`src/rtl/irq_pkg.sv`:
```
package irq_pkg;
    // Level structure
    localparam int NLVL        = 16;
    localparam int LVL_W       = $clog2(NLVL);
    localparam int FIRST_LATCH = 2;
    localparam int FIRST_MASK  = 4;
    localparam int PIN_LVL     = 4;
    localparam int SHARED_A    = 14;
    localparam int SHARED_B    = 15;
    localparam int TRAP_CODE   = 1;
    localparam int N_ALT       = 2;

    // Vector table
    localparam int VEC_W = 16;
    localparam logic [VEC_W-1:0] VEC_TOP     = 16'hFFFE;
    localparam logic [VEC_W-1:0] VEC_MASK_HI = VEC_TOP - VEC_W'(2 * FIRST_MASK);
    localparam logic [VEC_W-1:0] VEC_TRAP    = VEC_TOP - VEC_W'(2 * TRAP_CODE);

    // Register bus
    localparam int DATA_W = 8;
    localparam int ADDR_W = 8;
    localparam logic [ADDR_W-1:0] A_CTRL   = 8'h38;
    localparam logic [ADDR_W-1:0] A_EN_LO  = 8'h3A;
    localparam logic [ADDR_W-1:0] A_EN_HI  = 8'h3B;
    localparam logic [ADDR_W-1:0] A_LAT_LO = 8'h3C;
    localparam logic [ADDR_W-1:0] A_LAT_HI = 8'h3D;

    // Control register bit positions
    localparam int C_IMF   = 0;
    localparam int C_SEL_A = 1;
    localparam int C_SEL_B = 2;
    localparam int C_PIN   = 3;

    typedef enum logic [1:0] {
        SEQ_IDLE    = 2'd0,
        SEQ_PRESENT = 2'd1,
        SEQ_RECOVER = 2'd2
    } seq_state_e;

    function automatic logic [VEC_W-1:0] vec_of(input logic [LVL_W-1:0] lvl);
        return VEC_TOP - (VEC_W'(lvl) << 1);
    endfunction
endpackage

```
`src/rtl/irq_regs.sv`:
```
module irq_regs
    import irq_pkg::*;
(
    input  logic              clk,
    input  logic              rst_n,
    input  logic [NLVL-1:0]   src_req_i,
    input  logic [N_ALT-1:0]  alt_req_i,
    input  logic              bus_wr_i,
    input  logic [ADDR_W-1:0] bus_addr_i,
    input  logic [DATA_W-1:0] bus_wdata_i,
    output logic [DATA_W-1:0] bus_rdata_o,
    input  logic [NLVL-1:0]   ack_clr_i,
    input  logic              imf_clr_i,
    output logic [NLVL-1:0]   latch_o,
    output logic [NLVL-1:0]   elig_o,
    output logic              imf_o
);
    localparam logic [NLVL-1:0] LATCH_MASK = {NLVL{1'b1}} << FIRST_LATCH;
    localparam logic [NLVL-1:0] EF_MASK    = {NLVL{1'b1}} << FIRST_MASK;

    logic [NLVL-1:0] latch_q;
    logic [NLVL-1:0] ef_q;
    logic            imf_q;
    logic            sel_a_q;
    logic            sel_b_q;
    logic            pin_en_q;
    logic [NLVL-1:0] hw_set;
    logic [NLVL-1:0] sw_keep;
    logic            unused_lo;

    assign unused_lo = ^src_req_i[FIRST_LATCH-1:0];

    // Source steering for each level
    for (genvar n = 0; n < NLVL; n++) begin : g_set
        if (n < FIRST_LATCH) begin : g_none
            assign hw_set[n] = 1'b0;
        end else if (n == SHARED_A) begin : g_shared_a
            assign hw_set[n] = sel_a_q ? alt_req_i[0] : src_req_i[n];
        end else if (n == SHARED_B) begin : g_shared_b
            assign hw_set[n] = sel_b_q ? alt_req_i[1] : src_req_i[n];
        end else begin : g_plain
            assign hw_set[n] = src_req_i[n];
        end
    end

    // Software write-0-to-clear mask
    always_comb begin
        sw_keep = '1;
        if (bus_wr_i && bus_addr_i == A_LAT_LO) begin
            sw_keep[DATA_W-1:0] = bus_wdata_i;
        end
        if (bus_wr_i && bus_addr_i == A_LAT_HI) begin
            sw_keep[NLVL-1:DATA_W] = bus_wdata_i;
        end
    end

    always_ff @(posedge clk or negedge rst_n) begin
        if (!rst_n) begin
            latch_q <= '0;
        end else begin
            latch_q <= (hw_set | (latch_q & sw_keep & ~ack_clr_i)) & LATCH_MASK;
        end
    end

    always_ff @(posedge clk or negedge rst_n) begin
        if (!rst_n) begin
            ef_q <= '0;
        end else if (bus_wr_i && bus_addr_i == A_EN_LO) begin
            ef_q[DATA_W-1:0] <= bus_wdata_i & EF_MASK[DATA_W-1:0];
        end else if (bus_wr_i && bus_addr_i == A_EN_HI) begin
            ef_q[NLVL-1:DATA_W] <= bus_wdata_i & EF_MASK[NLVL-1:DATA_W];
        end
    end

    always_ff @(posedge clk or negedge rst_n) begin
        if (!rst_n) begin
            imf_q    <= 1'b0;
            sel_a_q  <= 1'b0;
            sel_b_q  <= 1'b0;
            pin_en_q <= 1'b0;
        end else begin
            if (bus_wr_i && bus_addr_i == A_CTRL) begin
                sel_a_q  <= bus_wdata_i[C_SEL_A];
                sel_b_q  <= bus_wdata_i[C_SEL_B];
                pin_en_q <= bus_wdata_i[C_PIN];
            end
            if (imf_clr_i) begin
                imf_q <= 1'b0;
            end else if (bus_wr_i && bus_addr_i == A_CTRL) begin
                imf_q <= bus_wdata_i[C_IMF];
            end
        end
    end

    // Eligibility per level
    for (genvar n = 0; n < NLVL; n++) begin : g_elig
        if (n < FIRST_MASK) begin : g_nmi
            assign elig_o[n] = latch_q[n];
        end else if (n == PIN_LVL) begin : g_pin
            assign elig_o[n] = latch_q[n] & imf_q & ef_q[n] & pin_en_q;
        end else begin : g_mask
            assign elig_o[n] = latch_q[n] & imf_q & ef_q[n];
        end
    end

    always_comb begin
        bus_rdata_o = '0;
        case (bus_addr_i)
            A_CTRL: begin
                bus_rdata_o[C_IMF]   = imf_q;
                bus_rdata_o[C_SEL_A] = sel_a_q;
                bus_rdata_o[C_SEL_B] = sel_b_q;
                bus_rdata_o[C_PIN]   = pin_en_q;
            end
            A_EN_LO:  bus_rdata_o = ef_q[DATA_W-1:0];
            A_EN_HI:  bus_rdata_o = ef_q[NLVL-1:DATA_W];
            A_LAT_LO: bus_rdata_o = latch_q[DATA_W-1:0];
            A_LAT_HI: bus_rdata_o = latch_q[NLVL-1:DATA_W];
            default:  bus_rdata_o = '0;
        endcase
    end

    assign latch_o = latch_q;
    assign imf_o   = imf_q;


    sw_never_sets_chk: assert property (@(posedge clk) disable iff (!rst_n)
        1'b1 |=> ((latch_q & ~$past(latch_q) & ~$past(hw_set)) == '0));


    hw_set_wins_chk: assert property (@(posedge clk) disable iff (!rst_n)
        1'b1 |=> (($past(hw_set) & ~latch_q) == '0));


    ack_clears_chk: assert property (@(posedge clk) disable iff (!rst_n)
        1'b1 |=> (($past(ack_clr_i & ~hw_set) & latch_q) == '0));
endmodule

```
`src/rtl/irq_resolve.sv`:
```
module irq_resolve
    import irq_pkg::*;
(
    input  logic [NLVL-1:0]  elig_i,
    input  logic             trap_i,
    output logic             found_o,
    output logic [LVL_W-1:0] lvl_o,
    output logic [VEC_W-1:0] vec_o
);
    always_comb begin
        found_o = 1'b0;
        lvl_o   = '0;
        // Scan from lowest priority upward so the smallest index wins
        for (int n = NLVL - 1; n >= FIRST_LATCH; n--) begin
            if (elig_i[n]) begin
                found_o = 1'b1;
                lvl_o   = LVL_W'(n);
            end
        end
        if (trap_i) begin
            found_o = 1'b1;
            lvl_o   = LVL_W'(TRAP_CODE);
        end
    end

    assign vec_o = vec_of(lvl_o);
endmodule

```
`src/rtl/irq_seq.sv`:
```
module irq_seq
    import irq_pkg::*;
(
    input  logic             clk,
    input  logic             rst_n,
    input  logic             found_i,
    input  logic [LVL_W-1:0] lvl_i,
    input  logic [VEC_W-1:0] vec_i,
    input  logic             ack_i,
    output logic             irq_req_o,
    output logic [VEC_W-1:0] irq_vec_o,
    output logic [NLVL-1:0]  ack_clr_o,
    output logic             imf_clr_o
);
    seq_state_e      state_q;
    seq_state_e      state_d;
    logic [LVL_W-1:0] cur_lvl_q;
    logic [VEC_W-1:0] vec_q;
    logic             take;

    // State register
    always_ff @(posedge clk or negedge rst_n) begin
        if (!rst_n) begin
            state_q <= SEQ_IDLE;
        end else begin
            state_q <= state_d;
        end
    end

    always_comb begin
        state_d = state_q;
        unique case (state_q)
            SEQ_IDLE:    if (found_i) state_d = SEQ_PRESENT;
            SEQ_PRESENT: if (ack_i)   state_d = SEQ_RECOVER;
            SEQ_RECOVER: state_d = SEQ_IDLE;
            default:     state_d = SEQ_IDLE;
        endcase
    end

    // Output capture
    always_ff @(posedge clk or negedge rst_n) begin
        if (!rst_n) begin
            cur_lvl_q <= '0;
            vec_q     <= '0;
        end else if (state_q == SEQ_IDLE && found_i) begin
            cur_lvl_q <= lvl_i;
            vec_q     <= vec_i;
        end
    end

    assign take      = (state_q == SEQ_PRESENT) && ack_i;
    assign irq_req_o = (state_q == SEQ_PRESENT);
    assign irq_vec_o = vec_q;
    assign imf_clr_o = take && (cur_lvl_q >= LVL_W'(FIRST_MASK));

    for (genvar n = 0; n < NLVL; n++) begin : g_clr
        if (n < FIRST_LATCH) begin : g_none
            assign ack_clr_o[n] = 1'b0;
        end else begin : g_lvl
            assign ack_clr_o[n] = take && (cur_lvl_q == LVL_W'(n));
        end
    end


    hold_vec_chk: assert property (@(posedge clk) disable iff (!rst_n)
        irq_req_o && !ack_i |=> irq_req_o && $stable(irq_vec_o));


    req_drop_chk: assert property (@(posedge clk) disable iff (!rst_n)
        irq_req_o && ack_i |=> !irq_req_o);


    gap_after_ack_chk: assert property (@(posedge clk) disable iff (!rst_n)
        $fell(irq_req_o) |=> !irq_req_o);
endmodule

```
`src/rtl/prio_irq_ctrl.sv`:
```
module prio_irq_ctrl
    import irq_pkg::*;
(
    input  logic              clk,
    input  logic              rst_n,
    input  logic [NLVL-1:0]   src_req_i,
    input  logic [N_ALT-1:0]  alt_req_i,
    input  logic              trap_req_i,
    input  logic              bus_wr_i,
    input  logic [ADDR_W-1:0] bus_addr_i,
    input  logic [DATA_W-1:0] bus_wdata_i,
    output logic [DATA_W-1:0] bus_rdata_o,
    output logic              irq_req_o,
    output logic [VEC_W-1:0]  irq_vec_o,
    input  logic              irq_ack_i
);
    logic [NLVL-1:0]  latch;
    logic [NLVL-1:0]  elig;
    logic [NLVL-1:0]  ack_clr;
    logic             imf;
    logic             imf_clr;
    logic             found;
    logic [LVL_W-1:0] win_lvl;
    logic [VEC_W-1:0] win_vec;
    logic             unused_latch;

    assign unused_latch = ^latch;

    irq_regs u_regs (
        .clk         (clk),
        .rst_n       (rst_n),
        .src_req_i   (src_req_i),
        .alt_req_i   (alt_req_i),
        .bus_wr_i    (bus_wr_i),
        .bus_addr_i  (bus_addr_i),
        .bus_wdata_i (bus_wdata_i),
        .bus_rdata_o (bus_rdata_o),
        .ack_clr_i   (ack_clr),
        .imf_clr_i   (imf_clr),
        .latch_o     (latch),
        .elig_o      (elig),
        .imf_o       (imf)
    );

    irq_resolve u_resolve (
        .elig_i  (elig),
        .trap_i  (trap_req_i),
        .found_o (found),
        .lvl_o   (win_lvl),
        .vec_o   (win_vec)
    );

    irq_seq u_seq (
        .clk       (clk),
        .rst_n     (rst_n),
        .found_i   (found),
        .lvl_i     (win_lvl),
        .vec_i     (win_vec),
        .ack_i     (irq_ack_i),
        .irq_req_o (irq_req_o),
        .irq_vec_o (irq_vec_o),
        .ack_clr_o (ack_clr),
        .imf_clr_o (imf_clr)
    );


    mask_needs_imf_chk: assert property (@(posedge clk) disable iff (!rst_n)
        $rose(irq_req_o) && irq_vec_o <= VEC_MASK_HI |-> $past(imf));


    imf_drop_chk: assert property (@(posedge clk) disable iff (!rst_n)
        irq_req_o && irq_ack_i && irq_vec_o <= VEC_MASK_HI |=> !imf);


    trap_first_chk: assert property (@(posedge clk) disable iff (!rst_n)
        $rose(irq_req_o) && $past(trap_req_i) |-> irq_vec_o == VEC_TRAP);
endmodule

```
`config.mk`:
```
export PLATFORM = sky130hd
export DESIGN_NAME = prio_irq_ctrl
export DESIGN_NICKNAME = d
export VERILOG_FILES = /design/src/rtl/irq_pkg.sv /design/src/rtl/irq_regs.sv /design/src/rtl/irq_resolve.sv /design/src/rtl/irq_seq.sv /design/src/rtl/prio_irq_ctrl.sv
export SDC_FILE = /design/constraint.sdc
export NUM_CORES = 1
export LEC_CHECK = 0
export ABC_AREA = 1
export BUFFER_PORTS_ARGS = -buffer_cell sky130_fd_sc_hd__buf_2
export CAP_MARGIN = 20
export CORE_ASPECT_RATIO = 1.75
export CORE_MARGIN = 3
export CORE_UTILIZATION = 37
export DETAILED_ROUTE_END_ITERATION = 10
export SETUP_SLACK_MARGIN = 0.5
export SLEW_MARGIN = 15
export SYNTH_ARGS = -nofsm -noshare
export SYNTH_HDL_FRONTEND = slang
export SYNTH_HIERARCHICAL = 1
export SYNTH_SLANG_ARGS = --single-unit
```
`constraint.sdc`:
```
create_clock -name clk -period 5.21 [get_ports clk]
set_clock_uncertainty 0.05 [all_clocks]
set_input_delay 0.521 -clock clk [delete_from_list [all_inputs] [get_ports clk]]
set_output_delay 0.521 -clock clk [all_outputs]
set_load 0.02 [all_outputs]
```
==> impl_metrics.sql <==
INSERT INTO impl_metrics (metric_group, metric, value, unit) VALUES
('status', 'outcome', 'completed', ''),
('global_routing', 'antenna_found_initial', '0', ''),
('layout', 'layout.core_utilization', '43.4', '%'),
('sta', 'holdWs', '0.294', 'ns'),
('die', 'die-height', '131', 'µm'),
('cts', 'clk_transition_reported_paths', '0.07', 'ns'),
('sta', 'fin_tns_setup', '0', 'ns'),
('power_and_ir_drop', 'power.static_leakage', '2.19', 'nW'),
('sta', 'grt_setup_unrepaired', 'no', ''),
('cts', 'clock_buffers_created_by_tritoncts', '5', ''),
('setup_path', 'reg2reg_depth', '6', ''),
('sta', 'worst_slew_margin_rel', '44.9', '%'),
('cts', 'clock_insertion_delay_worst_skew', '0.29', 'ns'),
('global_routing', 'globalRouteTotalUtil', '17.4', '%'),
('global_routing', 'pin_count_of_the_biggest_net_entering_global_routing', '53', ''),
('cts', 'htree_depth', '2', ''),
('power_and_ir_drop', 'powerDensity', '344', 'mW/mm²'),
('placement', 'io_buffers', '61', ''),
('global_routing', 'grt_first_pass_wirelength', '13.9', 'mm'),
('setup_path', 'critPathMaxStageDelay', '0.68', 'ns'),
('sta', 'timing_max_transition_violations_final', '0', ''),
('sta', 'final.setup.worst_slack', '2.39', 'ns'),
('die', 'dieArea', '0.0102', 'mm²'),
('cts', 'cts_max_path_buffers', '2', ''),
('die', 'die_x', '77.5', 'µm'),
('setup_path', 'arrival', '2.93', 'ns'),
('synthesis', 'yosys_warnings', '6', ''),
('setup_path', 'timing.reg2reg.setup_slack', '2.39', 'ns'),
('synthesis', 'netlist_instances', '500', ''),
('setup_path', 'cpMaxStageDelayCell', 'nand3_1', ''),
('setup_path', 'worst-setup-path-type', 'register to register', ''),
('synthesis', 'average_cell_area_after_synthesis', '6.62', 'µm²'),
('setup_path', 'path_max_fanout', '21', ''),
('cts', 'cell_at_the_root_of_the_clock_tree', 'clkbuf_16', ''),
('run', 'drv_cap', '0', ''),
('layout', 'layout-drive-gt1-share', '16.1', '%'),
('die', 'num_io_pins', '64', ''),
('global_routing', 'overflow_left_after_global_routing', '0', ''),
('routing', 'wl_per_cell', '12.6', 'µm'),
('setup_path', 'worst_r2r_startpoint', 'u_regs/imf_o', ''),
('cts', 'postCtsSetupRepairBufs', '0', ''),
('setup_path', 'cp-start-kind', 'register', ''),
('placement', 'place_congestion', '0.858', ''),
('sta', 'fmaxAchievable', '355', 'MHz'),
('sta', 'min_period_over_period', '54.1', '%'),
('placement', 'place_ws', '2.37', 'ns'),
('routing', 'final_antenna_net_count', '0', ''),
('routing', 'finalWirelength', '8.45', 'mm'),
('sta', 'finalSetupViolCount', '0', ''),
('cts', 'clkSinkCount', '52', ''),
('cts', 'holdBufCountCts', '0', ''),
('power_and_ir_drop', 'irDropWorstVdd', '0.000277', 'V'),
('layout', 'n_antenna_cell', '0', ''),
('cts', 'post_cts_resize_count', '0', ''),
('synthesis', 'netlist_area', '0.00331', 'mm²'),
('die', 'fp-row-count', '45', ''),
('sta', 'worst_pin_slew', '0.825', 'ns'),
('layout', 'fin_nets', '592', ''),
('routing', 'vias', '3050', ''),
('placement', 'hpwl', '6.50', 'mm'),
('sta', 'hold_viol', '0', ''),
('routing', 'drc', '0', ''),
('setup_path', 'critical_path.cell_chain', 'inv_1, nor2_1, nor4_2, nand3_1, nand2_2, o21ai_1', ''),
('routing', 'first_pass_iters', '4', ''),
('worst_hold_path', 'timing.hold.worst.class', 'primary input to async pin', ''),
('routing', 'dr.first_iter.drc_count', '235', ''),
('setup_path', 'cp-end-kind', 'register', ''),
('die', 'core', '0.00867', 'mm²'),
('global_routing', 'first_global_vias', '2961', ''),
('die', 'starting_utilization_of_the_core_area', '38.2', '%'),
('layout', 'syn2layout_area_growth', '13.9', '%'),
('routing', 'viasPerCell', '4.55', ''),
('setup_path', 'cp.required', '5.32', 'ns'),
('power_and_ir_drop', 'sum_of_internal_switching_and_leakage_power', '1.30', 'mW'),
('sta', 'finalWorstPathRequiredPeriod', '2.82', 'ns'),
('cts', 'tritoncts', 'done', ''),
('setup_path', 'regToRegEndpoint', 'u_seq/state_q[0]', '');
critical path: cells and delay by family (launching register included):
family          cells  cell delay [ns]
simple gates        4             1.81
compound gates      1             0.12
flops               1             0.49
buf+inv             1             0.20
stage by stage:
| step | area, µm² | cells |
|---|---|---|
| 2_1_floorplan | 3350 | 510 |
| 3_3_place_gp | 3620 | 663 |
| 3_5_place_dp | 3620 | 663 |
| 4_1_cts | 3770 | 671 |
| 5_1_grt | 3770 | 671 |
| 6_report | 3770 | 671 |
report_power, final:
group	internal, mW	switching, mW	total, mW
Clock	0.190	0.143	0.333
Combinational	0.128	0.289	0.417
Sequential	0.488	0.0595	0.548
how the worst max path moves through the flow:
stage	from	to	slack (ns)
final	u_regs/imf_o	u_seq/state_q[0]	2.39
after floorplan	bus_addr_i[4]	bus_rdata_o[0]	3.39
after global routing	u_regs/imf_o	u_seq/irq_vec_o[9]	2.10
after detailed placement	u_regs/imf_o	u_seq/state_q[0]	2.37
after CTS	u_regs/imf_o	u_seq/state_q[0]	2.36
after global placement	u_regs/imf_o	u_seq/state_q[0]	2.44
cell type report:
cell class / count / area, µm²
Clock buffer: 6 / 139
Clock inverter: 2 / 10.0
Fill cell: 1000 / 4900
Inverter: 89 / 334
Multi-Input combinational cell: 343 / 1520
Sequential cell: 52 / 1300
Tap cell: 117 / 146
Timing Repair Buffer: 62 / 313
cells in the final DEF (no fill, tap or decap):
cell / n
and2_1: 1
mux2i_1: 2
nand2_2: 4
a21oi_2: 1
buf_2: 61
buf_4: 1
nand4_1: 9
conb_1: 12
nand2_1: 183
nand3_4: 1
nand3_2: 2
or2_1: 1
a21oi_1: 1
nor2_2: 1
a31oi_1: 1
clkinv_2: 2
nor3_2: 1
dfrtp_1: 52
nor2_1: 45
clkbuf_16: 5
nor3_1: 7
nor4_2: 1
o21ai_1: 8
clkbuf_8: 1
nor2_4: 6
inv_1: 87
inv_2: 2
nand3_1: 56
layer usage:
layer | up-vias | track usage (%) | part of all wire, % | wire [µm]
li1 | 1585 | - | - | -
met1 | 1367 | 19.0 | 39 | 3330
met2 | 81 | 32.2 | 52 | 4410
met3 | 17 | 2.67 | 4.5 | 377
met4 | 0 | 9.33 | 3.9 | 329
met5 | - | 0 | 0 | 0
sequential cells by signal, indices dropped and copies added, names as in the netlist:
| register | cells |
|---|---|
| u_seq/state_q | 2 |
| u_seq/cur_lvl_q | 4 |
| u_regs/ef_q | 12 |
| u_regs/pin_en_q | 1 |
| u_seq/irq_vec_o | 16 |
| u_regs/sel_b_q | 1 |
| u_regs/sel_a_q | 1 |
| u_regs/latch_o | 14 |
| u_regs/imf_o | 1 |
Power figures use the tool's default switching activity.
